===== config.mk =====
export PLATFORM = sky130hd
export DESIGN_NAME = inline_cksum_crc
export DESIGN_NICKNAME = d
export VERILOG_FILES = /design/src/rtl/ckcrc_pkg.sv /design/src/rtl/ckcrc_ctrl.sv /design/src/rtl/ckcrc_crc_unit.sv /design/src/rtl/ckcrc_sum_unit.sv /design/src/rtl/inline_cksum_crc.sv
export SDC_FILE = /design/constraint.sdc
export NUM_CORES = 1
export LEC_CHECK = 0
export BUFFER_PORTS_ARGS = -buffer_cell sky130_fd_sc_hd__buf_2
export CAP_MARGIN = 20
export CORE_MARGIN = 5
export CORE_UTILIZATION = 50
export CTS_CLUSTER_SIZE = 24
export DETAILED_ROUTE_END_ITERATION = 7
export PLACE_DENSITY = 0.73
export SLEW_MARGIN = 20
export SYNTH_ARGS = -nofsm -noshare
export SYNTH_HDL_FRONTEND = slang
export SYNTH_HIERARCHICAL = 1
export SYNTH_SLANG_ARGS = --single-unit
export TNS_END_PERCENT = 50

===== constraint.sdc =====
create_clock -name clk -period 4.5 [get_ports clk]
set_clock_uncertainty 0.1 [all_clocks]
set_input_delay 0.675 -clock clk [delete_from_list [all_inputs] [get_ports clk]]
set_output_delay 0.675 -clock clk [all_outputs]
set_load 0.005 [all_outputs]

===== src/rtl/ckcrc_pkg.sv =====
package ckcrc_pkg;

    localparam int BYTE_W = 8;
    localparam int SUM_W  = 16;
    localparam int CRC_W  = 32;
    localparam int CRC_BYTES = CRC_W / BYTE_W;
    localparam int SUM_BYTES = SUM_W / BYTE_W;
    localparam int IDX_W = $clog2(CRC_BYTES);

    localparam logic [CRC_W-1:0] POLY_STD  = 32'hEDB88320;
    localparam logic [CRC_W-1:0] POLY_CAST = 32'h82F63B78;
    localparam logic [CRC_W-1:0] CRC_SEED  = 32'hFFFFFFFF;
    localparam logic [SUM_W-1:0] SUM_SEED  = 16'h0000;

    // Last member sits at bit 0.
    typedef struct packed {
        logic def_sel;
        logic crc_swap;
        logic crc_app;
        logic crc_rst;
        logic crc_en;
        logic sum_app;
        logic sum_rst;
        logic sum_en;
    } move_flags_t;

    typedef enum logic [1:0] {
        ST_IDLE = 2'd0,
        ST_MOVE = 2'd1,
        ST_ACRC = 2'd2,
        ST_ASUM = 2'd3
    } move_state_t;

    function automatic logic [CRC_W-1:0] crc_step8(
        input logic [CRC_W-1:0]  c,
        input logic [BYTE_W-1:0] b,
        input logic [CRC_W-1:0]  poly
    );
        logic [CRC_W-1:0] r;
        r = c ^ {{(CRC_W-BYTE_W){1'b0}}, b};
        for (int i = 0; i < BYTE_W; i++) begin
            r = r[0] ? ((r >> 1) ^ poly) : (r >> 1);
        end
        return r;
    endfunction

    function automatic logic [BYTE_W-1:0] rev8(input logic [BYTE_W-1:0] b);
        logic [BYTE_W-1:0] r;
        for (int i = 0; i < BYTE_W; i++) r[i] = b[BYTE_W-1-i];
        return r;
    endfunction

    function automatic logic [CRC_W-1:0] rev_in_bytes(input logic [CRC_W-1:0] w);
        logic [CRC_W-1:0] r;
        for (int k = 0; k < CRC_BYTES; k++) r[k*BYTE_W +: BYTE_W] = rev8(w[k*BYTE_W +: BYTE_W]);
        return r;
    endfunction

    function automatic logic [SUM_W-1:0] ones_add(
        input logic [SUM_W-1:0] a,
        input logic [SUM_W-1:0] b
    );
        logic [SUM_W:0] s;
        s = {1'b0, a} + {1'b0, b};
        return s[SUM_W-1:0] + {{(SUM_W-1){1'b0}}, s[SUM_W]};
    endfunction

endpackage


===== src/rtl/ckcrc_ctrl.sv =====
module ckcrc_ctrl
    import ckcrc_pkg::*;
(
    input  logic             clk,
    input  logic             rst,
    input  logic             start,
    input  move_flags_t      flags_in,
    input  logic             in_valid,
    input  logic             end_move,
    output logic             crc_init,
    output logic             crc_step,
    output logic             crc_swap,
    output logic             crc_def,
    output logic             sum_clear,
    output logic             sum_step,
    output logic             app_crc,
    output logic             app_sum,
    output logic [IDX_W-1:0] app_idx
);
    move_state_t      st_q, st_d;
    move_flags_t      fl_q, fl_d;
    logic [IDX_W-1:0] idx_q, idx_d;

    logic take_start, take_byte, take_end;

    assign take_start = start && (st_q == ST_IDLE || st_q == ST_MOVE);
    assign take_byte  = !start && (st_q == ST_MOVE) && in_valid;
    assign take_end   = !start && (st_q == ST_MOVE) && end_move;

    assign crc_init  = take_start && flags_in.crc_rst;
    assign sum_clear = take_start && flags_in.sum_rst;
    assign crc_step  = take_byte && fl_q.crc_en;
    assign crc_swap  = take_end && fl_q.crc_swap;
    assign crc_def   = fl_q.def_sel;
    assign app_crc   = (st_q == ST_ACRC);
    assign app_sum   = (st_q == ST_ASUM);
    assign app_idx   = idx_q;
    assign sum_step  = fl_q.sum_en && (take_byte || app_crc);

    always_comb begin
        st_d  = st_q;
        fl_d  = fl_q;
        idx_d = idx_q;
        if (take_start) begin
            st_d = ST_MOVE;
            fl_d = flags_in;
        end else begin
            unique case (st_q)
                ST_MOVE: if (take_end) begin
                    idx_d = '0;
                    if (fl_q.crc_app)      st_d = ST_ACRC;
                    else if (fl_q.sum_app) st_d = ST_ASUM;
                    else                   st_d = ST_IDLE;
                end
                ST_ACRC: begin
                    if (idx_q == IDX_W'(CRC_BYTES-1)) begin
                        idx_d = '0;
                        st_d  = fl_q.sum_app ? ST_ASUM : ST_IDLE;
                    end else begin
                        idx_d = idx_q + 1'b1;
                    end
                end
                ST_ASUM: begin
                    if (idx_q == IDX_W'(SUM_BYTES-1)) begin
                        idx_d = '0;
                        st_d  = ST_IDLE;
                    end else begin
                        idx_d = idx_q + 1'b1;
                    end
                end
                default: ;
            endcase
        end
    end

    always_ff @(posedge clk) begin
        if (rst) begin
            st_q  <= ST_IDLE;
            fl_q  <= '0;
            idx_q <= '0;
        end else begin
            st_q  <= st_d;
            fl_q  <= fl_d;
            idx_q <= idx_d;
        end
    end
endmodule


===== src/rtl/ckcrc_crc_unit.sv =====
module ckcrc_crc_unit
    import ckcrc_pkg::*;
(
    input  logic              clk,
    input  logic              rst,
    input  logic              init,
    input  logic              step,
    input  logic              swap,
    input  logic              def_sel,
    input  logic [BYTE_W-1:0] data,
    output logic [CRC_W-1:0]  crc_q
);
    logic [CRC_W-1:0] poly, upd, nxt;

    assign poly = def_sel ? POLY_CAST : POLY_STD;

    always_comb begin
        upd = step ? crc_step8(crc_q, data, poly) : crc_q;
        nxt = swap ? rev_in_bytes(upd) : upd;
        if (init) nxt = CRC_SEED;
    end

    always_ff @(posedge clk) begin
        if (rst) crc_q <= CRC_SEED;
        else     crc_q <= nxt;
    end
endmodule


===== src/rtl/ckcrc_sum_unit.sv =====
module ckcrc_sum_unit
    import ckcrc_pkg::*;
(
    input  logic              clk,
    input  logic              rst,
    input  logic              clear,
    input  logic              step,
    input  logic [BYTE_W-1:0] data,
    output logic [SUM_W-1:0]  sum_q
);
    logic             odd_q;
    logic [SUM_W-1:0] word;

    assign word = odd_q ? {{BYTE_W{1'b0}}, data} : {data, {BYTE_W{1'b0}}};

    always_ff @(posedge clk) begin
        if (rst) begin
            sum_q <= SUM_SEED;
            odd_q <= 1'b0;
        end else if (clear) begin
            sum_q <= SUM_SEED;
            odd_q <= 1'b0;
        end else if (step) begin
            sum_q <= ones_add(sum_q, word);
            odd_q <= !odd_q;
        end
    end
endmodule


===== src/rtl/inline_cksum_crc.sv =====
module inline_cksum_crc
    import ckcrc_pkg::*;
(
    input  logic        clk,
    input  logic        rst,
    input  logic        start,
    input  logic [7:0]  flags,
    input  logic        in_valid,
    input  logic [7:0]  in_data,
    input  logic        end_move,
    output logic        out_valid,
    output logic [7:0]  out_data,
    output logic [15:0] csum_partial,
    output logic [31:0] crc_partial
);
    logic             crc_init, crc_step, crc_swap, crc_def;
    logic             sum_clear, sum_step, app_crc, app_sum;
    logic [IDX_W-1:0] app_idx;
    logic [BYTE_W-1:0] crc_byte, sum_byte, sum_in;
    logic [CRC_W-1:0]  crc_q;
    logic [SUM_W-1:0]  sum_q;

    ckcrc_ctrl u_ctrl (
        .clk(clk), .rst(rst), .start(start), .flags_in(move_flags_t'(flags)),
        .in_valid(in_valid), .end_move(end_move),
        .crc_init(crc_init), .crc_step(crc_step), .crc_swap(crc_swap), .crc_def(crc_def),
        .sum_clear(sum_clear), .sum_step(sum_step),
        .app_crc(app_crc), .app_sum(app_sum), .app_idx(app_idx)
    );

    ckcrc_crc_unit u_crc (
        .clk(clk), .rst(rst), .init(crc_init), .step(crc_step), .swap(crc_swap),
        .def_sel(crc_def), .data(in_data), .crc_q(crc_q)
    );

    assign crc_byte = ~crc_q[app_idx*BYTE_W +: BYTE_W];
    assign sum_byte = (app_idx == '0) ? ~sum_q[SUM_W-1 -: BYTE_W] : ~sum_q[BYTE_W-1:0];
    assign sum_in   = app_crc ? crc_byte : in_data;

    ckcrc_sum_unit u_sum (
        .clk(clk), .rst(rst), .clear(sum_clear), .step(sum_step),
        .data(sum_in), .sum_q(sum_q)
    );

    assign out_valid    = app_crc || app_sum;
    assign out_data     = app_crc ? crc_byte : (app_sum ? sum_byte : '0);
    assign csum_partial = sum_q;
    assign crc_partial  = crc_q;
endmodule


==> results of run 1 <==
-- how the worst max path moves through the flow --
stage,end,slack [ps]
2_1_floorplan,u_sum/sum_q[10],40
3_3_place_gp,u_sum/sum_q[10],40
3_5_place_dp,u_sum/sum_q[10],-40
4_1_cts,u_sum/sum_q[10],6
5_1_grt,u_sum/sum_q[14],-200
6_report,u_sum/sum_q[14],7
-- cells in the final DEF (no fill, tap or decap), types with 10 or more instances in the layout --
master	n
and2_1	15
nor2b_1	14
o21ai_1	22
inv_1	19
a21oi_1	37
mux2_2	19
a211oi_1	17
nand2_1	36
buf_4	71
a21o_1	10
o21ai_0	18
xnor2_1	78
xnor3_1	11
nor2_1	59
mux2i_1	50
buf_2	77
xor2_1	33
dfxtp_1	56
ha_1	15
-- cell type report --
| cell class | count | area (sq um) | area share |
|---|---|---|---|
| multi-input combinational | 588 | 4930 | 0.646 |
| tap | 168 | 210 | 0.0275 |
| clock buffer | 12 | 236 | 0.0310 |
| inverter | 19 | 71.3 | 0.00934 |
| clock inverter | 3 | 40.0 | 0.00524 |
| sequential | 59 | 1180 | 0.155 |
| timing repair buffer | 151 | 960 | 0.126 |
-- what timing repair did --
action | CTS | global route
gates resized for setup | 4 | 48
buffers inserted | 0 | 5
endpoints found under the setup margin | 6 | 12
pin swaps | 1 | 15
-- worst max-delay path: cells and delay by family (launching register included) --
| family | cells | cell delay (ps) |
|---|---|---|
| compound gates | 9 | 1370 |
| fa+ha+maj | 3 | 600 |
| buf+inv | 1 | 140 |
| xor+xnor | 1 | 370 |
| simple gates | 9 | 1530 |
| flops | 1 | 310 |
-- routing by layer --
metal,vias up,share of wire,GRT usage
met2,264,0.45,0.386
met5,-,0,0
li1,2751,-,-
met3,44,0.089,0.0536
met1,2752,0.43,0.347
met4,0,0.033,0.123
-- logic make-up after synthesis --
kind of cell	after synthesis
DFF	59
adders and majority gates	22
AOI/OAI and AO/OA	171
muxes	69
xor gates and xnor gates	141
and+or+nand+nor	185
buffers and inverters	60
-- power groups by stage --
stage	clock (mW)	combinational (mW)	sequential, mW
global placement	0	0.522	0.550
detailed placement	0	0.533	0.551
finish	0.666	0.554	0.541
CTS	0.677	0.539	0.540
global route	0.706	0.590	0.541
floorplan	0	0.421	0.549
-- registers in the layout, indices dropped and copies added (netlist names) --
name            cells
u_crc/crc_q        32
u_ctrl/app_idx      2
u_ctrl/crc_def      1
u_ctrl/fl_q         5
u_ctrl/st_q         2
u_sum/odd_q         1
u_sum/sum_q        16
-- through the flow --
| step | power, mW | area (sq um) | hold slack (ps) | setup TNS (ps) | setup WS, ps |
|---|---|---|---|---|---|
| 2_1_floorplan | 0.970 | 6200 | 352 | 0 | 40.0 |
| 3_3_place_gp | 1.07 | 7110 | 365 | 0 | 39.5 |
| 3_5_place_dp | 1.08 | 7110 | 379 | -107 | -41.3 |
| 4_1_cts | 1.76 | 7400 | 393 | 0 | 5.58 |
| 5_1_grt | 1.84 | 7630 | 411 | -201 | -201 |
| 6_report | 1.76 | 7630 | 387 | 0 | 6.75 |
==> impl_metrics.json, run 1 <==
{
  "status": "complete, no violations",
  "final_nets": 871,
  "synth_flop_cell": "dfxtp_1",
  "syn2layout_area_growth_pct": 23.1,
  "drive_above_1_share": 0.308,
  "hp-start": "u_ctrl/fl_q[6]",
  "rr_worst_depth": 23,
  "cp_slowest_stage_delay_ps": 370,
  "floorplan.die_area_sq_um": 14700,
  "slowest_stage": "xor3_1",
  "worst_path_most_repeated_cell": "and2_4",
  "dp_hpwl_mm": 14.5,
  "max_cap_violations": 0,
  "cp_cell_sequence": "nor2b_4, and2_4, buf_8, a22oi_2, o21ai_2, and2_4, ha_4, o211ai_1, o21ai_2, nand4_1, a31oi_1, o21a_1, o21a_1, o21ai_1, nand2b_1, ha_2, ha_4, and2_4, and4_4, nand4_1, nor4_4, xor3_1, a21oi_1",
  "synth.most_common_cell": "xnor2_1",
  "worst_pin_slew_ps": 933,
  "rows": 40,
  "avgRoutedWirePerCell_microns": 19.0,
  "synth_top_family_by_area": "XOR/XNOR gates",
  "avgSynthCellArea_sq_um": 8.77,
  "clkPwrFrac": 0.378,
  "p_int_mw": 1.21,
  "grt_start_max_net_pins": 37,
  "drc": 0,
  "ys_top_cells_by_area": "dfxtp_1 (19%), xnor2_1 (11%), mux2i_1 (8.1%)",
  "cts_hold_buf": 0,
  "num-fill-cells": 996,
  "syn_area_sq_um": 6200,
  "rsz0062_at_grt": "true",
  "p_leak_nw": 3.12,
  "dr.pass1.iters": 5,
  "drt_iter0_drc": 518,
  "num_vias": 5811,
  "swShare": 0.310,
  "required_ps": 4670,
  "synth_common_cells": "xnor2_1 (78), dfxtp_1 (59), nor2_1 (59)",
  "peakVddDrop_mv": 0.175,
  "cts.path.max_buffers": 2,
  "num_io_pins": 78,
  "synthCells": 707,
  "crit_start": "u_ctrl/st_q[1]",
  "synth_compound_area_frac": 0.185,
  "clk_latency_ps": 340,
  "synthMuxAreaShare": 0.115,
  "grt_overflow": 0,
  "cts_root_buf": "clkbuf_16",
  "stdcell_count": 1000,
  "criticalPathCategory": "reg -> reg",
  "synth_edf_count": 0,
  "max_freq_mhz": 223,
  "combPwrFrac": 0.315,
  "cp.arrival_ps": 4660,
  "ys_seq_area_frac": 0.191,
  "initial_core_util": 0.514,
  "ys_warn_count": 6,
  "holdCritPathClass": "reg -> reg",
  "setup_viol": 0,
  "r2r-start": "u_ctrl/st_q[1]",
  "synth_seq_cells": 59,
  "p_sw_mw": 0.547,
  "grt_use_total": 0.256,
  "min_to": "u_ctrl/fl_q[6]",
  "async_flop_share": 0,
  "slew_headroom": 0.377,
  "slew_violations": 0,
  "diodes": 0,
  "synth_xor_area_frac": 0.262,
  "detail-route-antenna-nets": 0,
  "via_per_inst": 5.81,
  "synth_top_area_cell": "dfxtp_1",
  "post-route-period-util": 0.999,
  "crit_fanout": 7,
  "die-width_microns": 121,
  "place_inst": 980,
  "grt_pass1_wl_mm": 29.7,
  "fin_util": 0.633,
  "grt_pass1_vias": 5629,
  "reg2reg_setup_slack_ps": 7,
  "clkTransAtPathRegs_ps": 50,
  "die_y_microns": 121,
  "core_area_sq_um": 12100,
  "end_kind": "flop",
  "cts_tree": "yes",
  "io_buffers": 77,
  "start_kind": "flop",
  "timing.rr.end": "u_sum/sum_q[14]",
  "synth_fa_ha_area_frac": 0.0456,
  "antenna_found_initial": 0,
  "synth-simple-area-share": 0.156,
  "p_seq_frac": 0.307,
  "cts_buffers": 9,
  "hold_viol_final": 0,
  "cts_num_sinks": 59,
  "hold_depth": 2,
  "cts_max_level": 3,
  "period_needed_ps": 4490,
  "powerDensity_nw_per_um2": 231,
  "routed_wl_mm": 19.0,
  "place_congestion": 0.981,
  "synth_top_area_share": 0.191,
  "synth_nets": 750,
  "synth_cell_type_count": 72
}
(Power assumes the default switching activity.)
==> run 2: changes to the inputs <==
- CORE_MARGIN: 5 -> unset
==> run 2 against run 1 <==
- the run now ends with setup timing left
- maximum frequency fell by 1.3%
- total power shrank 0.66%
- global-route usage increased by 4.2 points
- non-clock buffer count increased by 6
- design area rose by 1.1%
- count of clock-buffer cells in the layout is 2 higher
- first-iteration DRC count shrank 22%
- flip-flop and latch count stayed put
- largest cell class unchanged
==> impl_metrics.json, run 2 (same netlist as run 1, synthesis figures left out) <==
{
  "dp_hpwl_mm": 14.1,
  "max_cap_violations": 0,
  "worst_slack_ps": -50.9,
  "cts_tree": "yes",
  "drc": 0,
  "start_kind": "flop",
  "clkTransAtPathRegs_ps": 50,
  "syn2layout_area_growth_pct": 24.5,
  "die_y_microns": 113,
  "dr.pass1.iters": 5,
  "cts_buffers": 9,
  "detail-route-antenna-nets": 0,
  "initial_core_util": 0.514,
  "worst_pin_slew_ps": 876,
  "rr_worst_depth": 23,
  "cp.arrival_ps": 4730,
  "whs_ps": 395,
  "drt_iter0_drc": 405,
  "via_per_inst": 5.79,
  "slew_headroom": 0.416,
  "grt_pass1_vias": 5524,
  "cts_max_level": 3,
  "peakVddDrop_mv": 0.176,
  "routed_wl_mm": 19.0,
  "layout_commonest_cell": "xnor2_1",
  "stdcell_count": 1007,
  "rows": 40,
  "p_leak_nw": 3.16,
  "largest_reg_flops": 32,
  "hold_viol_final": 0,
  "hold_depth": 2,
  "place_congestion": 0.949,
  "floorplan.die_area_sq_um": 12800,
  "place_inst": 980,
  "layout_common_cells": "xnor2_1 (78), buf_2 (77), buf_4 (77)",
  "criticalPathCategory": "reg -> reg",
  "grt_start_max_net_pins": 38,
  "end_kind": "flop",
  "period_needed_ps": 4550,
  "slew_violations": 0,
  "grt_use_total": 0.298,
  "num_vias": 5832,
  "grt_overflow": 0,
  "r2r-start": "u_ctrl/st_q[1]",
  "cts_num_sinks": 59,
  "status": "finished with violations",
  "violations": "setup timing",
  "final_nets": 877,
  "drive_above_1_share": 0.325,
  "die-width_microns": 113,
  "grt_pass1_wl_mm": 29.2,
  "place_ws_ps": -123,
  "max_freq_mhz": 220,
  "min_to": "u_ctrl/fl_q[6]",
  "holdCritPathClass": "reg -> reg",
  "largestRegisters": "u_crc/crc_q (32), u_sum/sum_q (16), u_ctrl/fl_q (5)",
  "hp-start": "u_ctrl/fl_q[6]",
  "cts_hold_buf": 0,
  "post-route-period-util": 1.01,
  "io_buffers": 77,
  "antenna_found_initial": 0,
  "clk_latency_ps": 350,
  "reg2reg_setup_slack_ps": -50,
  "required_ps": 4680,
  "avgRoutedWirePerCell_microns": 18.9,
  "setup_viol": 1,
  "crit_fanout": 7,
  "timing.rr.end": "u_sum/sum_q[14]",
  "diodes": 0,
  "rsz0062_at_grt": "true",
  "cts_root_buf": "clkbuf_16",
  "largest-register": "u_crc/crc_q",
  "num_io_pins": 78,
  "core_area_sq_um": 12100,
  "cts.path.max_buffers": 2,
  "powerDensity_nw_per_um2": 227
}
[run 2: per-layer routing]
| layer | vias up | GRT usage | share of wire |
|---|---|---|---|
| li1 | 2757 | - | - |
| met1 | 2761 | 0.404 | 0.43 |
| met2 | 271 | 0.460 | 0.46 |
| met3 | 43 | 0.0461 | 0.079 |
| met4 | 0 | 0.153 | 0.033 |
| met5 | - | 0 | 0 |
[run 2: final cells by class]
type                       count  area (sq um)
tap                          168           210
inverter                      19          71.3
multi-input combinational    588          4970
timing repair buffer         157          1010
sequential                    59          1180
clock inverter                 2          10.0
clock buffer                  14           264
fill                        1019          4340
[run 2: critical path, cell delays in order, from the launching register on]
cell	delay (ps)
dfxtp_2	320
nor2b_4	130
and2_4	170
buf_8	140
a22oi_2	180
o21ai_2	100
and2_4	170
ha_4	260
o211ai_1	130
o21ai_2	190
nand4_1	160
a31oi_1	290
o21a_1	190
o21a_1	130
o21ai_2	60
nand2b_1	90
ha_2	200
ha_4	130
and2_4	130
and4_4	240
nand4_1	100
nor4_2	350
xor3_1	380
a21oi_1	120
[run 2: worst max path at each step]
stage / startpoint / endpoint / slack (ps) / cells past startpoint
3_5_place_dp: u_ctrl/st_q[1] / u_sum/sum_q[10] / -120 / 23
4_1_cts: u_ctrl/app_idx[0] / u_sum/sum_q[14] / 10 / 22
3_3_place_gp: in_data[0] / u_sum/sum_q[10] / 70 / 22
6_report: u_ctrl/st_q[1] / u_sum/sum_q[14] / -50 / 23
2_1_floorplan: u_ctrl/st_q[0] / u_sum/sum_q[10] / 40 / 25
5_1_grt: u_ctrl/st_q[1] / u_sum/sum_q[14] / -260 / 23
[run 2: metrics by stage]
step / cell area [sq um] / setup TNS (ps) / utilization / total power [mW]
global route: 7720 / -346 / 0.640 / 1.82
detailed placement: 7120 / -417 / 0.590 / 1.08
global placement: 7120 / 0 / 0.590 / 1.07
floorplan: 6200 / 0 / - / 0.970
finish: 7720 / -50.9 / 0.640 / 1.75
CTS: 7410 / 0 / 0.615 / 1.74
[run 2: report_power, final]
part | internal (mW) | leakage, nW | switching (mW)
sequential | 0.532 | 0.480 | 0.00840
clock | 0.401 | 0.137 | 0.252
combinational | 0.259 | 2.54 | 0.298
total | 1.19 | 3.16 | 0.558
[run 2: timing repair]
action                                  4_1_cts  5_1_grt
pin swaps                                     1       22
setup buffers                                 1       10
resized for setup                             7       54
endpoints found under the setup margin        7       10
